## src/rtl/ecc_err_capture.sv

```systemverilog
module ecc_err_capture #(
  parameter int SYN_W  = 8,
  parameter int DATA_W = 32
) (
  input  logic              clk,
  input  logic              rst_n,
  input  logic              beat_first,
  input  logic [SYN_W-1:0]  beat_syn,
  input  logic              beat_sbe,
  input  logic              beat_mbe,
  input  logic              cmd_write,
  input  logic              cmd_csr,
  input  logic              csr_fixable,
  input  logic              cmd_self_tx,
  input  logic              tx_chk_err,
  input  logic              vld_chk_err,
  input  logic              reg_wr,
  input  logic [DATA_W-1:0] reg_wdata,
  output logic [DATA_W-1:0] reg_rdata
);

  localparam int TDE_B  = 2 * SYN_W;
  localparam int HARD_B = TDE_B + 1;
  localparam int SW_B   = TDE_B + 2;
  localparam int SR_B   = TDE_B + 3;
  localparam int TPE_B  = TDE_B + 4;
  localparam int VPE_B  = TDE_B + 5;
  localparam int LOCK_B = TDE_B + 8;

  // first-beat holding state
  logic             pend_q;
  logic [SYN_W-1:0] s0_hold_q;
  logic             mbe0_q, sbe0_q, wr0_q, csr0_q, fix0_q, own0_q;

  // architected state
  logic             hard_q, sw_q, sr_q, tpe_q, vpe_q, tde_q, lock_q;
  logic [SYN_W-1:0] syn0_q, syn1_q;

  logic [DATA_W-1:0] clr;
  logic              hard_k, sw_k, sr_k, tpe_k, vpe_k;
  logic              blocked, any_mbe, any_sbe, capture;
  logic [1:0]        new_rank, kept_rank, cur_rank;
  logic              take_first;
  logic              unused_wdata;

  assign unused_wdata = ^reg_wdata;
  assign take_first   = beat_first & ~pend_q;
  assign clr          = reg_wr ? reg_wdata : '0;

  assign hard_k = hard_q & ~clr[HARD_B];
  assign sw_k   = sw_q   & ~clr[SW_B];
  assign sr_k   = sr_q   & ~clr[SR_B];
  assign tpe_k  = tpe_q  & ~clr[TPE_B];
  assign vpe_k  = vpe_q  & ~clr[VPE_B];

  assign blocked = lock_q & (hard_k | sw_k | sr_k | tpe_k | vpe_k);

  assign any_mbe = mbe0_q | beat_mbe;
  assign any_sbe = sbe0_q | beat_sbe;

  always_comb begin
    new_rank = 2'd0;
    if (pend_q) begin
      if (any_mbe || (any_sbe && csr0_q && !fix0_q)) new_rank = 2'd3;
      else if (any_sbe && wr0_q)                     new_rank = 2'd2;
      else if (any_sbe)                              new_rank = 2'd1;
    end
  end

  assign kept_rank = hard_k ? 2'd3 : sw_k ? 2'd2 : sr_k ? 2'd1 : 2'd0;
  assign cur_rank  = hard_q ? 2'd3 : sw_q ? 2'd2 : sr_q ? 2'd1 : 2'd0;
  assign capture   = ~blocked & (new_rank > kept_rank);

  always_ff @(posedge clk) begin
    if (!rst_n) begin
      pend_q    <= 1'b0;
      s0_hold_q <= '0;
      mbe0_q    <= 1'b0;
      sbe0_q    <= 1'b0;
      wr0_q     <= 1'b0;
      csr0_q    <= 1'b0;
      fix0_q    <= 1'b0;
      own0_q    <= 1'b0;
    end else begin
      pend_q <= take_first;
      if (take_first) begin
        s0_hold_q <= beat_syn;
        mbe0_q    <= beat_mbe;
        sbe0_q    <= beat_sbe;
        wr0_q     <= cmd_write;
        csr0_q    <= cmd_csr;
        fix0_q    <= csr_fixable;
        own0_q    <= cmd_self_tx;
      end
    end
  end

  always_ff @(posedge clk) begin
    if (!rst_n) begin
      hard_q <= 1'b0;
      sw_q   <= 1'b0;
      sr_q   <= 1'b0;
      tpe_q  <= 1'b0;
      vpe_q  <= 1'b0;
      tde_q  <= 1'b0;
      lock_q <= 1'b0;
      syn0_q <= '0;
      syn1_q <= '0;
    end else begin
      hard_q <= hard_k | (~blocked & (new_rank == 2'd3));
      sw_q   <= sw_k   | (~blocked & (new_rank == 2'd2));
      sr_q   <= sr_k   | (~blocked & (new_rank == 2'd1));
      tpe_q  <= tpe_k  | (~blocked & tx_chk_err);
      vpe_q  <= vpe_k  | (~blocked & vld_chk_err);
      if (reg_wr) lock_q <= reg_wdata[LOCK_B];
      if (capture) begin
        syn0_q <= s0_hold_q;
        syn1_q <= beat_syn;
        tde_q  <= own0_q;
      end else begin
        tde_q  <= tde_q & ~clr[TDE_B];
      end
    end
  end

  logic live;
  assign live = hard_q | sw_q | sr_q;

  always_comb begin
    reg_rdata = '0;
    if (live) begin
      reg_rdata[SYN_W-1:0]       = syn0_q;
      reg_rdata[2*SYN_W-1:SYN_W] = syn1_q;
      reg_rdata[TDE_B]           = tde_q;
    end
    reg_rdata[HARD_B] = hard_q;
    reg_rdata[SW_B]   = sw_q;
    reg_rdata[SR_B]   = sr_q;
    reg_rdata[TPE_B]  = tpe_q;
    reg_rdata[VPE_B]  = vpe_q;
    reg_rdata[LOCK_B] = lock_q;
  end

  logic [4:0] err_vec, clr_vec;
  assign err_vec = {vpe_q, tpe_q, sr_q, sw_q, hard_q};
  assign clr_vec = {clr[VPE_B], clr[TPE_B], clr[SR_B], clr[SW_B], clr[HARD_B]};

  p_frozen_r6: assert property (@(posedge clk) disable iff (!rst_n)
    (hard_q && !clr[HARD_B]) |=> $stable({syn1_q, syn0_q}));

  p_cap_on_beat2_r7: assert property (@(posedge clk) disable iff (!rst_n)
    !pend_q |=> $stable({syn1_q, syn0_q}));

  p_sticky_r8: assert property (@(posedge clk) disable iff (!rst_n)
    1'b1 |=> ((err_vec & $past(err_vec & ~clr_vec)) == $past(err_vec & ~clr_vec)));

  p_lock_hold_r9: assert property (@(posedge clk) disable iff (!rst_n)
    (lock_q && |(err_vec & ~clr_vec)) |=> (err_vec == $past(err_vec & ~clr_vec)));

  p_rank_mono_r5: assert property (@(posedge clk) disable iff (!rst_n)
    !reg_wr |=> (cur_rank >= $past(cur_rank)));

  p_masked_r12: assert property (@(posedge clk) disable iff (!rst_n)
    !(hard_q | sw_q | sr_q) |-> (reg_rdata[TDE_B:0] == '0));

endmodule

```

## config.mk

```make
export PLATFORM = sky130hd
export DESIGN_NAME = ecc_err_capture
export DESIGN_NICKNAME = d
export VERILOG_FILES = /design/src/rtl/ecc_err_capture.sv
export SDC_FILE = /design/constraint.sdc
export NUM_CORES = 1
export LEC_CHECK = 0
export ABC_AREA = 1
export BUFFER_PORTS_ARGS = -buffer_cell sky130_fd_sc_hd__buf_2
export CAP_MARGIN = 20
export CELL_PAD_IN_SITES_DETAIL_PLACEMENT = 1
export CELL_PAD_IN_SITES_GLOBAL_PLACEMENT = 2
export CORE_ASPECT_RATIO = 1.1
export CORE_UTILIZATION = 23
export DETAILED_ROUTE_END_ITERATION = 8
export GPL_TIMING_DRIVEN = 0
export PLACE_DENSITY_LB_ADDON = 0.1
export SYNTH_ARGS = -nofsm -noshare
export SYNTH_HDL_FRONTEND = slang
export SYNTH_SLANG_ARGS = --single-unit
```

## constraint.sdc

```tcl
create_clock -name clk -period 2.3 [get_ports clk]
set_input_delay 0.115 -clock clk [delete_from_list [all_inputs] [get_ports clk]]
set_output_delay 0.115 -clock clk [all_outputs]
set_load 0.01 [all_outputs]
```

==> impl_metrics.tcl <==
set metrics [dict create \
    status "finished, final reports clean" \
    die_h_um 96.3 \
    synth_top_area_share_pct 40.9 \
    layout.cells.non_filler 449 \
    dp_hpwl_mm 3.97 \
    place.port_buffers 48 \
    clkSinkCount 38 \
    setup_viol 0 \
    finalClockSkew_ns 0.00829 \
    layout-drive-gt1-share_pct 24.9 \
    p_leak_nw 1.18 \
    rows 34 \
    grt_usage_pct 13.4 \
    yosysUniqueCellTypes 18 \
    grt_pass1_wl_mm 8.53 \
    path_clk_slew_ns 0.08 \
    ir_worst_vdd_uv 181 \
    rrSetupSlack_ns 0.23 \
    antenna_found_initial 0 \
    postSynthAreaPerCell_sq_um 6.72 \
    core_region_area_sq_um 7870 \
    cap_violations 0 \
    grt_pass1_vias 1755 \
    cp.required_ns 2.50 \
    globalplace.congestion 0.738 \
    vias 1801 \
    cts.path.max_buffers 2 \
    start_kind "flop" \
    multi_input_area_sq_um 785 \
    rsz0062_at_grt "no" \
    drt_iter0_drc 36 \
    vias_per_cell 4.01 \
    slew_viol_final 0 \
    crit_path_end_kind "flop" \
    gr-total-overflow 0 \
    ant_nets 0 \
    fin_crit_ns 2.07 \
    drcViolationCount 0 \
    period_share_pct 90.0 \
    register_area_sq_um 761 \
    worstHoldPathType "in -> reg" \
    cts_tree "yes" \
    fillerInstances 1040 \
    hold_buffers 0 \
    cp.arrival_ns 2.27 \
    max_freq_ghz 0.483 \
    path_class "reg -> reg" \
    numCtsBuffers 5 \
    routed_wl_mm 5.15 \
    powerDensity_nw_per_um2 705 \
    slew_headroom_pct 60.6 \
    ys_seq_elements 38 \
    clk_latency_ns 0.30 \
    syn_area_sq_um 1860 \
    grt_max_degree 13 \
    die_w_um 87.8 \
    tightest_slew_ns 0.587 \
    cp_max_fo 10 \
    htree_levels 2 \
    whs_ns 0.0560 \
    synth_warnings 0 \
    synthCells 277 \
    io_pins 84 \
    start_util_pct 23.6 \
    areaGrowthSynthToFinish_pct 27.9 \
    root_buffer "clkbuf_8" \
    yosysTopAreaCell "dfxtp_1" \
    drt_pass1_iterations 4 \
    post_cts_buffers 0 \
    wire_per_inst_um 11.5 \
    power.total_mw 1.68 \
    nets 394 \
    synth.area.top_cells "dfxtp_1 41%, a21oi_1 10%, nor2_1 9.1%" \
    hold_violations 0 \
    placed_cells 441 \
    die_area_sq_um 8450 \
    diodes 0 \
    yosysSeqAreaShare_pct 40.9 \
]
==> path summary, 6_finish.rpt <==
path                            startpoint   endpoint  depth (start not counted)
worst min register to register      sbe0_q     sbe0_q                          2
worst min-delay path            tx_chk_err      tpe_q                          3
worst max register to register      sbe0_q  syn0_q[3]                         13
worst max-delay path                sbe0_q  syn0_q[3]                         13
==> metal layers <==
metal	vias to the layer above	track usage, %	routed length, um
met5	-	0	0
met4	0	3.69	70
met3	6	3.17	213
met2	38	23.4	2420
met1	799	16.4	2450
li1	958	-	-
==> critical path: stages, from the launching register on <==
cell      delay (ns)
dfxtp_1         0.31
inv_2           0.05
nand2_1         0.08
nand2_1         0.11
nand3_1         0.10
nand2_1         0.10
inv_1           0.05
ha_1            0.33
a21oi_1         0.11
a21oi_4         0.23
clkbuf_4        0.27
nand3_1         0.11
nand2_1         0.08
nor2_1          0.04
==> state kept, by name, summed over array words and instances (netlist names) <==
register / flops
csr0_q: 1
sw_q: 1
syn1_q: 8
syn0_q: 8
vpe_q: 1
hard_q: 1
sr_q: 1
lock_q: 1
tde_q: 1
own0_q: 1
tpe_q: 1
s0_hold_q: 8
fix0_q: 1
wr0_q: 1
mbe0_q: 1
sbe0_q: 1
pend_q: 1
==> cell usage in the layout, fill, tap and decap left out <==
master      synthesis  final
a21oi_1            39     38
a21oi_4             0      1
buf_1               1      1
buf_2               3     50
buf_4              16     16
buf_6               2      2
clkbuf_1            7      5
clkbuf_2            0      1
clkbuf_4            0      2
clkbuf_8            0      6
clkinv_2            0      1
clkinvlp_4          0      1
conb_1              1      9
dfxtp_1            38     38
ha_1                2      2
inv_1              42     42
inv_2               3      3
nand2_1            41     41
nand3_1            21     21
nor2_1             45     45
nor3_2              1      1
o21ai_0             4      4
o21ai_1            10     10
o21bai_2            1      1
==> kinds of logic (layout without fill, tap and decap cells) <==
group,after synthesis,in the layout,synth area share [%]
compound gates,54,54,14.9
buf+inv,74,130,19.2
fa+ha+maj,2,2,1.34
simple gates,108,108,23.5
flops,38,38,40.9
other cells,1,9,0.202
==> repair_timing <==
action / in CTS / in global routing
endpoints found under the setup margin: 17 / 15
gates cloned: 0 / 0
hold endpoints to repair: 0 / 0
gates resized for setup: 2 / 6
==> synthesized netlist by cell type (all sizes together) <==
cell type	instances
inv	45
nor2	45
nand2	41
a21oi	39
dfxtp	38
buf	22
nand3	21
o21ai	14
clkbuf	7
ha	2
conb	1
nor3	1
o21bai	1
==> through the flow <==
step	utilization (%)	setup slack, ns	area [sq um]	TNS [ns]
final	30.2	0.230	2380	0
after global routing	30.2	0.00387	2380	0
after CTS	30.1	0.0281	2370	0
after detailed placement	28.8	-0.168	2270	-1.88
after global placement	28.8	-0.133	2270	-1.25
after floorplan	-	0.369	1890	0
==> cell type report <==
class,instances,area share [%]
clock inverter,2,0.526
clock buffer,6,3.47
tap,108,5.68
sequential,38,32.0
buffer,29,8.20
timing repair buffer,48,10.1
inverter,45,7.10
multi-input combinational,173,33.0
==> report_power, final <==
group	switching, mW	internal [mW]
sequential	0.0350	0.736
combinational	0.240	0.168
clock	0.258	0.241
total	0.532	1.15
Power figures use the tool's default switching activity.
